[config.mk]
export PLATFORM = sky130hd
export DESIGN_NAME = dispid_mem
export DESIGN_NICKNAME = d
export VERILOG_FILES = /design/src/rtl/dispid_pkg.sv /design/src/rtl/dispid_edge_sync.sv /design/src/rtl/dispid_array.sv /design/src/rtl/dispid_tx_seq.sv /design/src/rtl/dispid_mode_ctrl.sv /design/src/rtl/dispid_mem.sv
export SDC_FILE = /design/constraint.sdc
export NUM_CORES = 1
export LEC_CHECK = 0
export BUFFER_PORTS_ARGS = -buffer_cell sky130_fd_sc_hd__buf_4
export CAP_MARGIN = 5
export CORE_ASPECT_RATIO = 0.8
export CORE_MARGIN = 3
export CORE_UTILIZATION = 60
export CTS_BUF_LIST = sky130_fd_sc_hd__clkbuf_16
export DETAILED_ROUTE_END_ITERATION = 8
export PLACE_DENSITY = 0.76
export SLEW_MARGIN = 10
export SYNTH_ARGS = -nofsm -noshare
export SYNTH_HDL_FRONTEND = slang
export SYNTH_SLANG_ARGS = --single-unit
[constraint.sdc]
create_clock -name clk -period 7.2 [get_ports clk]
set_clock_uncertainty 0.05 [all_clocks]
set_input_delay 1.08 -clock clk [delete_from_list [all_inputs] [get_ports clk]]
set_output_delay 1.08 -clock clk [all_outputs]
set_load 0.05 [all_outputs]
[src/rtl/dispid_pkg.sv]
`timescale 1ns/1ps
package dispid_pkg;
  typedef enum logic {
    PH_INIT   = 1'b0,
    PH_STREAM = 1'b1
  } phase_e;
endpackage

[src/rtl/dispid_edge_sync.sv]
`timescale 1ns/1ps
// Multi-stage synchronizer followed by a single-edge detector.
module dispid_edge_sync #(
  parameter int STAGES    = 2,
  parameter bit EDGE_FALL = 1'b0,
  parameter bit IDLE      = 1'b0
) (
  input  logic clk,
  input  logic rst_n,
  input  logic async_i,
  output logic level_o,
  output logic edge_o
);
  logic [STAGES-1:0] chain;
  logic              last;

  always_ff @(posedge clk or negedge rst_n) begin
    if (!rst_n) begin
      chain <= {STAGES{IDLE}};
      last  <= IDLE;
    end else begin
      chain <= {chain[STAGES-2:0], async_i};
      last  <= chain[STAGES-1];
    end
  end

  assign level_o = chain[STAGES-1];

  generate
    if (EDGE_FALL) begin : g_fall
      assign edge_o = last & ~level_o;
    end else begin : g_rise
      assign edge_o = ~last & level_o;
    end
  endgenerate
endmodule

[src/rtl/dispid_array.sv]
`timescale 1ns/1ps
// Identification table with a backdoor write port and an asynchronous read.
module dispid_array #(
  parameter int AW = 7,
  parameter int DW = 8
) (
  input  logic          clk,
  input  logic          ld_valid_i,
  output logic          ld_ready_o,
  input  logic [AW-1:0] ld_addr_i,
  input  logic [DW-1:0] ld_data_i,
  input  logic [AW-1:0] rd_addr_i,
  output logic [DW-1:0] rd_data_o
);
  localparam int DEPTH = 1 << AW;

  logic [DW-1:0] mem [DEPTH];

  assign ld_ready_o = 1'b1;

  always_ff @(posedge clk) begin
    if (ld_valid_i) mem[ld_addr_i] <= ld_data_i;
  end

  assign rd_data_o = mem[rd_addr_i];
endmodule

[src/rtl/dispid_tx_seq.sv]
`timescale 1ns/1ps
// Start-up counter, start-address choice, bit/byte sequencing and line drive.
module dispid_tx_seq
  import dispid_pkg::*;
#(
  parameter int AW = 7,
  parameter int DW = 8
) (
  input  logic          clk,
  input  logic          rst_n,
  input  logic          tx_rise_i,
  input  logic          sda_i,
  input  logic          freeze_i,
  output logic [AW-1:0] rd_addr_o,
  input  logic [DW-1:0] rd_data_i,
  output logic          drive_low_o,
  output logic          hiz_o
);
  localparam int SLOTS = DW + 1;
  localparam int IW    = $clog2(SLOTS + 1);
  localparam logic [AW-1:0] ADDR_MAX = '1;
  localparam logic [IW-1:0] LAST_CAP = IW'(SLOTS - 2);
  localparam logic [IW-1:0] GAP_IDX  = IW'(DW);

  phase_e        phase;
  logic [IW-1:0] init_cnt;
  logic          start_hi;
  logic [IW-1:0] bit_idx;
  logic [AW-1:0] addr;
  logic          step;

  assign step = tx_rise_i && !freeze_i;

  always_ff @(posedge clk or negedge rst_n) begin
    if (!rst_n) begin
      phase    <= PH_INIT;
      init_cnt <= '0;
      start_hi <= 1'b0;
      bit_idx  <= '0;
      addr     <= '0;
    end else if (step) begin
      if (phase == PH_INIT) begin
        if (init_cnt <= LAST_CAP) begin
          start_hi <= sda_i;
          init_cnt <= init_cnt + 1'b1;
        end else begin
          phase   <= PH_STREAM;
          addr    <= start_hi ? ADDR_MAX : '0;
          bit_idx <= '0;
        end
      end else begin
        if (bit_idx == GAP_IDX) begin
          bit_idx <= '0;
          addr    <= addr + 1'b1;
        end else begin
          bit_idx <= bit_idx + 1'b1;
        end
      end
    end
  end

  logic          data_slot;
  logic [DW-1:0] shifted;

  assign rd_addr_o   = addr;
  assign shifted     = rd_data_i << bit_idx;
  assign data_slot   = (phase == PH_STREAM) && (bit_idx != GAP_IDX) && !freeze_i;
  assign drive_low_o = data_slot & ~shifted[DW-1];
  assign hiz_o       = ~data_slot;

  AST_LINE_EXCL: assert property (@(posedge clk) disable iff (!rst_n)
    !(drive_low_o && hiz_o));
  AST_INIT_SILENT: assert property (@(posedge clk) disable iff (!rst_n)
    (phase == PH_INIT) |-> !drive_low_o);
  AST_ADDR_WRAP: assert property (@(posedge clk) disable iff (!rst_n)
    (step && phase == PH_STREAM && bit_idx == GAP_IDX && addr == ADDR_MAX) |=> (addr == '0));
  AST_ADDR_HOLD: assert property (@(posedge clk) disable iff (!rst_n)
    (phase == PH_STREAM && !step) |=> $stable(addr));
  AST_FROZEN_QUIET: assert property (@(posedge clk) disable iff (!rst_n)
    freeze_i |-> (hiz_o && !drive_low_o));
  AST_FROZEN_HOLD: assert property (@(posedge clk) disable iff (!rst_n)
    freeze_i |=> ($stable(bit_idx) && $stable(addr)));
endmodule

[src/rtl/dispid_mode_ctrl.sv]
`timescale 1ns/1ps
// One-way mode latch and write-inhibit qualifier.
module dispid_mode_ctrl (
  input  logic clk,
  input  logic rst_n,
  input  logic bclk_fall_i,
  input  logic bclk_level_i,
  input  logic txclk_level_i,
  output logic bidir_o,
  output logic inhibit_o
);
  always_ff @(posedge clk or negedge rst_n) begin
    if (!rst_n)           bidir_o <= 1'b0;
    else if (bclk_fall_i) bidir_o <= 1'b1;
  end

  assign inhibit_o = bidir_o & ~txclk_level_i;

  AST_FALL_VALID: assert property (@(posedge clk) disable iff (!rst_n)
    bclk_fall_i |-> !bclk_level_i);
  AST_MODE_STICKY: assert property (@(posedge clk) disable iff (!rst_n)
    bidir_o |=> bidir_o);
  AST_MODE_ENTRY: assert property (@(posedge clk) disable iff (!rst_n)
    bclk_fall_i |=> bidir_o);
endmodule

[src/rtl/dispid_mem.sv]
`timescale 1ns/1ps
module dispid_mem #(
  parameter int AW          = 7,
  parameter int DW          = 8,
  parameter int SYNC_STAGES = 2
) (
  input  logic          clk,
  input  logic          rst_n,
  input  logic          txclk_i,
  input  logic          bclk_i,
  input  logic          sda_i,
  output logic          sda_drive_low_o,
  output logic          sda_hiz_o,
  output logic          bidir_mode_o,
  output logic          write_inhibit_o,
  input  logic          load_valid_i,
  output logic          load_ready_o,
  input  logic [AW-1:0] load_addr_i,
  input  logic [DW-1:0] load_data_i
);
  logic          tx_level, tx_rise;
  logic          b_level, b_fall;
  logic [AW-1:0] rd_addr;
  logic [DW-1:0] rd_data;

  dispid_edge_sync #(.STAGES(SYNC_STAGES), .EDGE_FALL(1'b0), .IDLE(1'b0)) i_tx_sync (
    .clk(clk), .rst_n(rst_n), .async_i(txclk_i), .level_o(tx_level), .edge_o(tx_rise)
  );

  dispid_edge_sync #(.STAGES(SYNC_STAGES), .EDGE_FALL(1'b1), .IDLE(1'b1)) i_b_sync (
    .clk(clk), .rst_n(rst_n), .async_i(bclk_i), .level_o(b_level), .edge_o(b_fall)
  );

  dispid_mode_ctrl i_mode (
    .clk(clk), .rst_n(rst_n), .bclk_fall_i(b_fall), .bclk_level_i(b_level),
    .txclk_level_i(tx_level), .bidir_o(bidir_mode_o), .inhibit_o(write_inhibit_o)
  );

  dispid_array #(.AW(AW), .DW(DW)) i_array (
    .clk(clk), .ld_valid_i(load_valid_i), .ld_ready_o(load_ready_o),
    .ld_addr_i(load_addr_i), .ld_data_i(load_data_i),
    .rd_addr_i(rd_addr), .rd_data_o(rd_data)
  );

  dispid_tx_seq #(.AW(AW), .DW(DW)) i_seq (
    .clk(clk), .rst_n(rst_n), .tx_rise_i(tx_rise), .sda_i(sda_i),
    .freeze_i(bidir_mode_o), .rd_addr_o(rd_addr), .rd_data_i(rd_data),
    .drive_low_o(sda_drive_low_o), .hiz_o(sda_hiz_o)
  );

  AST_INHIBIT_MODE: assert property (@(posedge clk) disable iff (!rst_n)
    write_inhibit_o |-> bidir_mode_o);
  AST_READY_HIGH: assert property (@(posedge clk) disable iff (!rst_n)
    load_valid_i |-> load_ready_o);
endmodule

## Yosys cells after proc, flatten, opt, wreduce, memory -nomap -nowiden

Memories as Yosys holds them, arrays and structs flattened.
Index checks and enable logic that the tools add are counted.

- Add/subtract/negate cells: 3
- Shift-type cells: 1
- Bitwise operators: 10
- Equal/unequal tests: 4
- Reduce and logical (&&, ||, !) cells: 7
- Order comparisons: 1
- Muxes and demuxes: 11

Operators by type and width:

| operator | number |
|---|---|
| 7-bit two-way mux | 4 |
| 4-bit two-way mux | 3 |
| 4-bit by 1-bit adder with 4-bit output, second input constant | 2 |
| 8-bit by 4-bit << shifter with 8-bit output | 1 |
| 7-bit by 1-bit adder with 7-bit output, second input constant | 1 |
| 1-bit NOT | 6 |
| 3-bit AND reduction | 2 |
| 1-bit AND | 4 |
| 4-bit == test, second input constant | 1 |
| 4-bit by 3-bit <= comparator with 1-bit output, second input constant | 1 |
| 1-bit two-way mux | 4 |
| 4-bit inequality test, second input constant | 1 |
| 1-bit logical AND | 3 |
| 2-bit by 1-bit inequality test with 1-bit output, second input constant | 1 |
| 2-bit inequality test, second input constant | 1 |
| 2-bit AND reduction | 1 |
| 1-bit logical NOT | 1 |

- RAM bits: 1024
- Input bits: 21
- Memories: 1
- Bits in registers: 24

Memory list:

| name | words | width | read ports | clocked after memory_dff | wr ports | RTL line | text |
|---|---|---|---|---|---|---|---|
| i_array.mem | 128 | 8 | 1 | 0 | 1 | dispid_array.sv:17 | `logic [DW-1:0] mem [DEPTH];` |

## Longest topological paths before layout

Gate-level depths: netlist of run 1.

- Depth in word-level cells: 4
- Gate-level depth with buffers: 13
- Depth with buffers taken out: 8

## Modules after synthesis

A second synthesis of run 1 with hierarchy kept.

- Cell total of the unflattened synthesis: 1739
- Area, all modules: 40721.6 um^2

By module, submodules not included:

| module | cells an instance | sequential area each (um^2) | times used | area an instance (um^2) |
|---|---|---|---|---|
| dispid_array | 1629 | 30749.5 | 1 | 39516.6 |
| dispid_tx_seq | 99 | 425.4 | 1 | 985.9 |
| dispid_edge_sync (i_b_sync) | 4 | 78.8 | 1 | 92.6 |
| dispid_edge_sync (i_tx_sync) | 4 | 75.1 | 1 | 88.8 |
| dispid_mode_ctrl | 3 | 25.0 | 1 | 37.5 |

## Worst setup path before layout of run 1

No wires, ideal clock.

- Kind: reg-to-output
- Start point: register i_seq.addr[1], in the netlist i_seq.rd_addr_o[1]
- End point: output sda_drive_low_o
- Data required time: 6.070 ns
- Cell stages (with the launch flop): 10
- Slack: 2.335 ns
- Path buffers: 3
- Data arrival time: 3.735 ns
- Cells stage by stage: dfrtp_1 -> buf_2 -> buf_2 -> buf_1 -> mux4_2 -> mux4_2 -> a211oi_1 -> nand2_1 -> a32o_1 -> a311oi_1

- Word-level cells in the longest chain between the ends: 4

Ends and longest elaborated chain:

| element | RTL line | text |
|---|---|---|
| start, declared | dispid_tx_seq.sv:29 | `logic [AW-1:0] addr;` |
| start signal, assigned | dispid_tx_seq.sv:48 | `addr <= start_hi ? ADDR_MAX : '0;` |
| start signal, assigned | dispid_tx_seq.sv:54 | `addr <= addr + 1'b1;` |
| memory read 128 x 8 bit | -- |  |
| 8-bit by 4-bit << shifter with 8-bit output | dispid_tx_seq.sv:66 | `assign shifted = rd_data_i << bit_idx;` |
| 1-bit NOT | dispid_tx_seq.sv:68 | `assign drive_low_o = data_slot & ~shifted[DW-1];` |
| 1-bit AND | dispid_tx_seq.sv:68 |  |
| end, declared | dispid_mem.sv:12 | `output logic sda_drive_low_o,` |

No other way between the ends.

## Final worst setup path of run 1

- Start point: register i_seq.addr[0], in the netlist i_seq.rd_addr_o[0]
- End point: output sda_drive_low_o

The elaborated chain is that of the path after synthesis.

==> metrics.md, run 1 <==
| Metric | Value |
|---|---|
| Final Cell Area | `45500 um2` |
| I/O Pins | `26` |
| Routed Wire Length | `99600 um` |
| First-pass DRT Iterations | `6` |
| Max cap viols | `0` |
| Grt ovf | `0` |
| Tcrit/Tclk final | `91.8%` |
| Pre-CTS WS | `1.38 ns` |
| Root Buffer | `clkbuf_16` |
| Post-synth net total | `2079` |
| FF+latch count, synth | `1048` |
| Kind of critical path | `reg -> out` |
| CTS tree | `yes` |
| Remaining DRCs | `0` |
| Starting DRT DRC Count | `3257` |
| Placer Congestion | `0.921` |
| Vias per inst | `6.84` |
| Clk_lat worst skew | `0.66 ns` |
| Internal power of the cells | `9.49 mW` |
| Hold buffers post-CTS | `0` |
| Average size of a mapped cell | `20.1 um2` |
| Mapped Cells | `2054` |
| Most frequent cell after synthesis | `edfxtp_1` |
| First-pass GRT wire length | `146000 um` |
| Layout cell share with drive strength beyond 1 | `22.0%` |
| Unique cell type count in the Yosys netlist | `62` |
| CTS max path bufs | `3` |
| Port Buf Inserts | `24` |
| Sw Pwr | `2.38 mW` |
| Setup TNS | `0 ns` |
| Synthesized area | `41200 um2` |
| Reg power frac | `56.7%` |
| Count of final setup violators | `0` |
| Status | `finished clean` |
| Post-synth ARST share | `2.29%` |
| Clock H-tree levels | `3` |
| Final Net Count | `2137` |
| Max VDD drop | `0.228 mV` |
| Worst min path class | `in -> async` |
| Clk pwr share | `41.6%` |
| Area leader, netlist | `edfxtp_1` |
| Initial antenna violation count | `1` |
| CORE AREA | `67600 um2` |
| Fin util | `67.3%` |
| Slew headroom | `19.1%` |
| TritonCTS buffer count | `95` |
| Worst-path clk slew | `0.06 ns` |
| Min Tclk post-route | `6.61 ns` |
| RSZ-0062 raised after global routing | `false` |
| Top_reg_cell synth | `edfxtp_1` |
| Vias post-DR | `21300` |
| Pwr Density | `261 nW/um2` |
| Combinational group share of total power | `1.6%` |
| Post-cts gate resize count | `0` |
| Synth top area cells | `edfxtp_1 (75%), mux4_2 (12%), mux2i_1 (2.2%)` |
| Critical path required time | `6.07 ns` |
| Die width | `299 um` |
| Starting density of the core | `60.9%` |
| Net Sw Frac | `20.1%` |
| Largest fanout on the critical path | `48` |
| Routed wire per std cell | `32.0 um` |
| Final ANT Viol Nets | `0` |
| Top cells by count, synth | `edfxtp_1 (1024), mux4_2 (222), nor2_1 (149)` |
| Finished Layout Cells | `3107` |
| Worst-Margin Slew | `1.21 ns` |
| Sequential-to-total area share from yosys stat | `76.1%` |
| Overall global routing resource usage | `28.2%` |
| Area Growth Syn to Fin | `10.4%` |
| Total clock sinks | `1048` |
| Largest net degree at the start of global routing | `109` |
| Static Leakage | `13.7 nW` |
| Ys Warns | `0` |
| Post-DP HPWL | `60300 um` |
| Endpoints failing hold | `0` |
| Launching element type of the critical path | `flip-flop` |
| Vias in the first global route | `21000` |
| Yosys top cell area share | `74.6%` |
| Max-slew violations | `0` |
| Die Ht | `240 um` |
| Post-synth EDFFs | `1024` |
| Setup Buffers After CTS | `0` |
| Reg2Reg Setup Slack | `4.42 ns` |
| Worst Slack Setup Final | `0.588 ns` |
| CP arrival | `5.48 ns` |
| Placed insts | `2928` |
| Dpl cell area | `42400 um2` |
| Die footprint | `71900 um2` |
| Critical Path End Type | `output port` |
| Peak Freq | `151 MHz` |
| Core Rows | `85` |
## placed cells by master (no fill, tap or decap), types with 25 or more instances in the layout
master and instances:
mux2i_1 91, o22ai_1 25, nand2_1 66, edfxtp_1 1024, nor2_1 149, clkbuf_16 98
mux4_2 222, buf_4 68, a21oi_1 35, o21ai_0 32, mux2_2 28
## path summary, 6_finish.rpt
kind                                                startpoint  cells after the start                        endpoint
worst max-delay path            i_seq.rd_addr_o[0]$_DFFE_PN0P_                     10                 sda_drive_low_o
worst min-delay path                                     rst_n                      1    i_tx_sync.chain[0]$_DFF_PN0_
worst max register to register  i_seq.rd_addr_o[1]$_DFFE_PN0P_                      5  i_seq.rd_addr_o[5]$_DFFE_PN0P_
worst min register to register     i_b_sync.chain[0]$_DFF_PN1_                      0     i_b_sync.chain[1]$_DFF_PN1_
max in group asynchronous                                rst_n                      1  i_seq.rd_addr_o[2]$_DFFE_PN0P_
min in group clk                   i_b_sync.chain[0]$_DFF_PN1_                      0     i_b_sync.chain[1]$_DFF_PN1_
## sequential cells by signal, summed over array words and instances, names as in the netlist
| signal | flops |
|---|---|
| i_seq.bit_idx | 4 |
| i_b_sync.last | 1 |
| i_tx_sync.last | 1 |
| i_mode.bidir_o | 1 |
| i_seq.rd_addr_o | 7 |
| i_tx_sync.chain | 2 |
| i_array.mem | 1024 |
| i_b_sync.chain | 2 |
| i_seq.phase | 1 |
| i_seq.init_cnt | 4 |
| i_seq.start_hi | 1 |
## power groups by stage
stage               Sequential [mW]  Combinational (mW)  Clock [mW]
finish                         6.74               0.193        4.95
global route                   6.74               0.204        5.24
CTS                            6.74               0.190        4.98
detailed placement             6.87               0.189           0
global placement               6.87               0.177           0
floorplan                      6.86              0.0469           0
## cells by family (layout without fill, tap and decap cells)
| family | after synthesis | after routing | share of synthesized area, % |
|---|---|---|---|
| other cells | 1 | 2 | 0.00910 |
| fa+ha+maj | 4 | 4 | 0.121 |
| compound gates | 205 | 205 | 3.46 |
| xor+xnor | 2 | 2 | 0.0425 |
| simple gates | 332 | 332 | 3.62 |
| mux | 341 | 341 | 15.1 |
| flops | 1048 | 1048 | 76.1 |
| buf+inv | 121 | 260 | 1.58 |
## stage by stage
stage,power (mW),hold slack [ns]
6_report,11.9,0.284
5_1_grt,12.2,0.273
4_1_cts,11.9,0.269
3_5_place_dp,7.06,0.294
3_3_place_gp,7.04,0.290
2_1_floorplan,6.91,0.281
## layer usage
metal / track usage [%] / wire, um / vias to the layer above
met5: 0 / 0 / -
met4: 8.51 / 3200 / 0
met3: 7.75 / 13300 / 244
met2: 41.8 / 45300 / 1480
met1: 42.0 / 37800 / 10900
li1: - / - / 8586
## critical path: stages (launching register included)
cell and delay (ns):
dfrtp_4 1.17, buf_12 0.42, mux4_2 0.56, a22oi_1 0.18, nand3_1 0.16, o21ai_0 0.48
a31oi_1 0.17, o21a_1 0.14, o311a_1 0.33, a311oi_1 0.77, buf_4 0.34
## area by class of cell
type / instances / area, um2
multi-input cells: 885 / 9210
repair buffers: 76 / 671
clock buffers: 98 / 2450
inverters: 6 / 22.5
diodes: 1 / 2.50
clock inverters: 80 / 619
well taps: 913 / 1140
flip-flops and latches: 1048 / 31400
fillers: 4302 / 22100
No activity file was read; power rests on OpenSTA's default activity.
==> run 2, diff against run 1 <==
--- a/config.mk
+++ b/config.mk
@@ -9,7 +9,7 @@
 export CAP_MARGIN = 5
 export CORE_ASPECT_RATIO = 0.8
 export CORE_MARGIN = 3
-export CORE_UTILIZATION = 60
+export CORE_UTILIZATION = 57
 export CTS_BUF_LIST = sky130_fd_sc_hd__clkbuf_16
 export DETAILED_ROUTE_END_ITERATION = 8
 export PLACE_DENSITY = 0.76
==> constraint.sdc (replaced) <==
create_clock -name clk -period 5.9 [get_ports clk]
set_clock_uncertainty 0.05 [all_clocks]
set_input_delay 0.885 -clock clk [delete_from_list [all_inputs] [get_ports clk]]
set_output_delay 0.885 -clock clk [all_outputs]
set_load 0.02 [all_outputs]
==> run 2 against run 1 <==
First-iteration DRC count rose by 9.9%. Wire length rose by 1.4%. Worst setup slack got worse by 0.38 ns. Via count rose by 0.66%. Non-clock buffer count rose by 1. Design area rose by 0.26%. Critical endpoint unchanged. Highest routed layer is now met5.
==> metrics.md, run 2 (synthesized netlist as in run 1, its figures left out) <==
| Metric | Value |
|---|---|
| Status | `finished clean` |
| Final ANT Viol Nets | `0` |
| Total clock sinks | `1048` |
| Core Rows | `87` |
| Max VDD drop | `0.314 mV` |
| Worst Path Buf+Inv | `1` |
| Port Buf Inserts | `24` |
| Placer Congestion | `0.956` |
| Layout cell share with drive strength beyond 1 | `21.7%` |
| CTS tree | `yes` |
| Slowest cell on crit path | `dfrtp_4` |
| Starting DRT DRC Count | `3580` |
| R2R depth | `5` |
| Finished Layout Cells | `3132` |
| Critical Path End Type | `output port` |
| CP arrival | `4.76 ns` |
| Vias post-DR | `21400` |
| CTS max path bufs | `3` |
| Final Net Count | `2140` |
| Largest Register | `i_array.mem` |
| Largest net degree at the start of global routing | `101` |
| Crit-path most repeated cell | `o311a_1` |
| Routed wire per std cell | `32.2 um` |
| Worst-Margin Slew | `1.16 ns` |
| Grt ovf | `0` |
| Root Buffer | `clkbuf_16` |
| Vias per inst | `6.83` |
| Starting density of the core | `58.0%` |
| Worst-path clk slew | `0.07 ns` |
| Die Ht | `247 um` |
| Tcrit/Tclk final | `96.5%` |
| Cell Chain, Critical Path | `and2_1 -> a221oi_1 -> a21oi_1 -> o311a_1 -> o21ai_0 -> nor4b_1 -> o311a_1 -> a311oi_2 -> buf_4` |
| Count of final setup violators | `0` |
| I/O Pins | `26` |
| Area Growth Syn to Fin | `10.7%` |
| CORE AREA | `71100 um2` |
| Pwr Density | `318 nW/um2` |
| Vias in the first global route | `21300` |
| Post-DP HPWL | `61700 um` |
| Worst min path class | `in -> async` |
| Crit path max-delay family | `compound AO/OA/AOI/OAI gates` |
| Max reg flops | `1024` |
| Endpoints failing hold | `0` |
| Hold buffers post-CTS | `0` |
| First-pass GRT wire length | `148000 um` |
| Worst r2r dst | `i_seq.rd_addr_o[5]$_DFFE_PN0P_` |
| Kind of critical path | `reg -> out` |
| Slew headroom | `22.5%` |
| Peak Freq | `176 MHz` |
| Max-slew violations | `0` |
| Critical path required time | `4.97 ns` |
| FF-to-FF Start | `i_seq.rd_addr_o[2]$_DFFE_PN0P_` |
| Reg2Reg Setup Slack | `3.23 ns` |
| Placed insts | `2947` |
| RSZ-0062 raised after global routing | `false` |
| Setup TNS | `0 ns` |
| Largest fanout on the critical path | `41` |
| Launching element type of the critical path | `flip-flop` |
| Clk_lat worst skew | `0.67 ns` |
| Remaining DRCs | `0` |
| Overall global routing resource usage | `27.2%` |
| Max cap viols | `0` |
| Most common cell after layout, fill and taps aside | `edfxtp_1` |
| Max incr delay on CP | `0.84 ns` |
| Static Leakage | `13.8 nW` |
| Routed Wire Length | `101000 um` |
| Initial antenna violation count | `4` |
| Min Tclk post-route | `5.69 ns` |
| Die footprint | `75600 um2` |
| Antenna Cells | `0` |
| Clock H-tree levels | `3` |
| TritonCTS buffer count | `97` |
| Die width | `307 um` |
| First-pass DRT Iterations | `8` |
| Most frequent cells in the layout | `edfxtp_1 (1024), mux4_2 (222), nor2_1 (149)` |
==> run 2: cell count changes in the layout (fill, tap and decap cells not counted), moves of 2 or more <==
cell        change
nor3_1          -2
clkinvlp_4      -6
clkinv_1        +4
buf_12          +4
nor3_2          +2
buf_4           -5
clkinv_2        -9
inv_6           +2
inv_1          +11
==> run 2: cell type report <==
cell class / count / area, um2
clock buffers: 99 / 2480
clock inverters: 83 / 598
fillers: 4588 / 25500
inverters: 6 / 22.5
multi-input cells: 885 / 9230
flip-flops and latches: 1048 / 31400
well taps: 934 / 1170
repair buffers: 77 / 746
==> run 2: layer usage <==
metal	track usage (%)	wire (um)	vias up
li1	-	-	8607
met1	39.9	38800	11000
met2	40.1	45400	1514
met3	7.40	12900	261
met4	9.59	3850	8
met5	0	53	-
==> run 2: worst max-delay path by stage <==
stage	start	cells past startpoint	endpoint
4_1_cts	i_seq.rd_addr_o[3]$_DFFE_PN0P_	8	sda_drive_low_o
3_3_place_gp	i_seq.rd_addr_o[1]$_DFFE_PN0P_	8	sda_drive_low_o
3_5_place_dp	i_seq.rd_addr_o[1]$_DFFE_PN0P_	8	sda_drive_low_o
5_1_grt	i_seq.rd_addr_o[0]$_DFFE_PN0P_	10	sda_drive_low_o
2_1_floorplan	i_seq.rd_addr_o[1]$_DFFE_PN0P_	9	sda_drive_low_o
6_report	i_seq.rd_addr_o[2]$_DFFE_PN0P_	9	sda_drive_low_o
==> run 2: power by group <==
| group | internal, mW | switching [mW] | total [mW] | leakage [nW] |
|---|---|---|---|---|
| combinational | 0.0384 | 0.191 | 0.230 | 2.69 |
| clock | 3.36 | 2.71 | 6.07 | 1.60 |
| sequential | 8.21 | 0.0198 | 8.23 | 9.50 |
| total | 11.6 | 2.92 | 14.5 | 13.8 |
==> run 2: through the flow <==
step | util [%] | hold WS [ns] | setup WS [ns] | area [um2] | total power [mW]
after CTS | 64.1 | 0.0668 | 0.0236 | 45600 | 14.6
after global routing | 64.2 | 0.0747 | 0.171 | 45600 | 14.9
final | 64.2 | 0.0867 | 0.206 | 45600 | 14.5
after floorplan | - | 0.281 | 1.88 | 41200 | 8.43
after global placement | 59.8 | 0.291 | 0.681 | 42500 | 8.59
after detailed placement | 59.8 | 0.294 | 0.674 | 42500 | 8.61
==> run 2: repair_timing <==
item / CTS / global route
setup buffers: 1 / 1
resized for setup: 0 / 1
setup endpoints to repair: 1 / 1
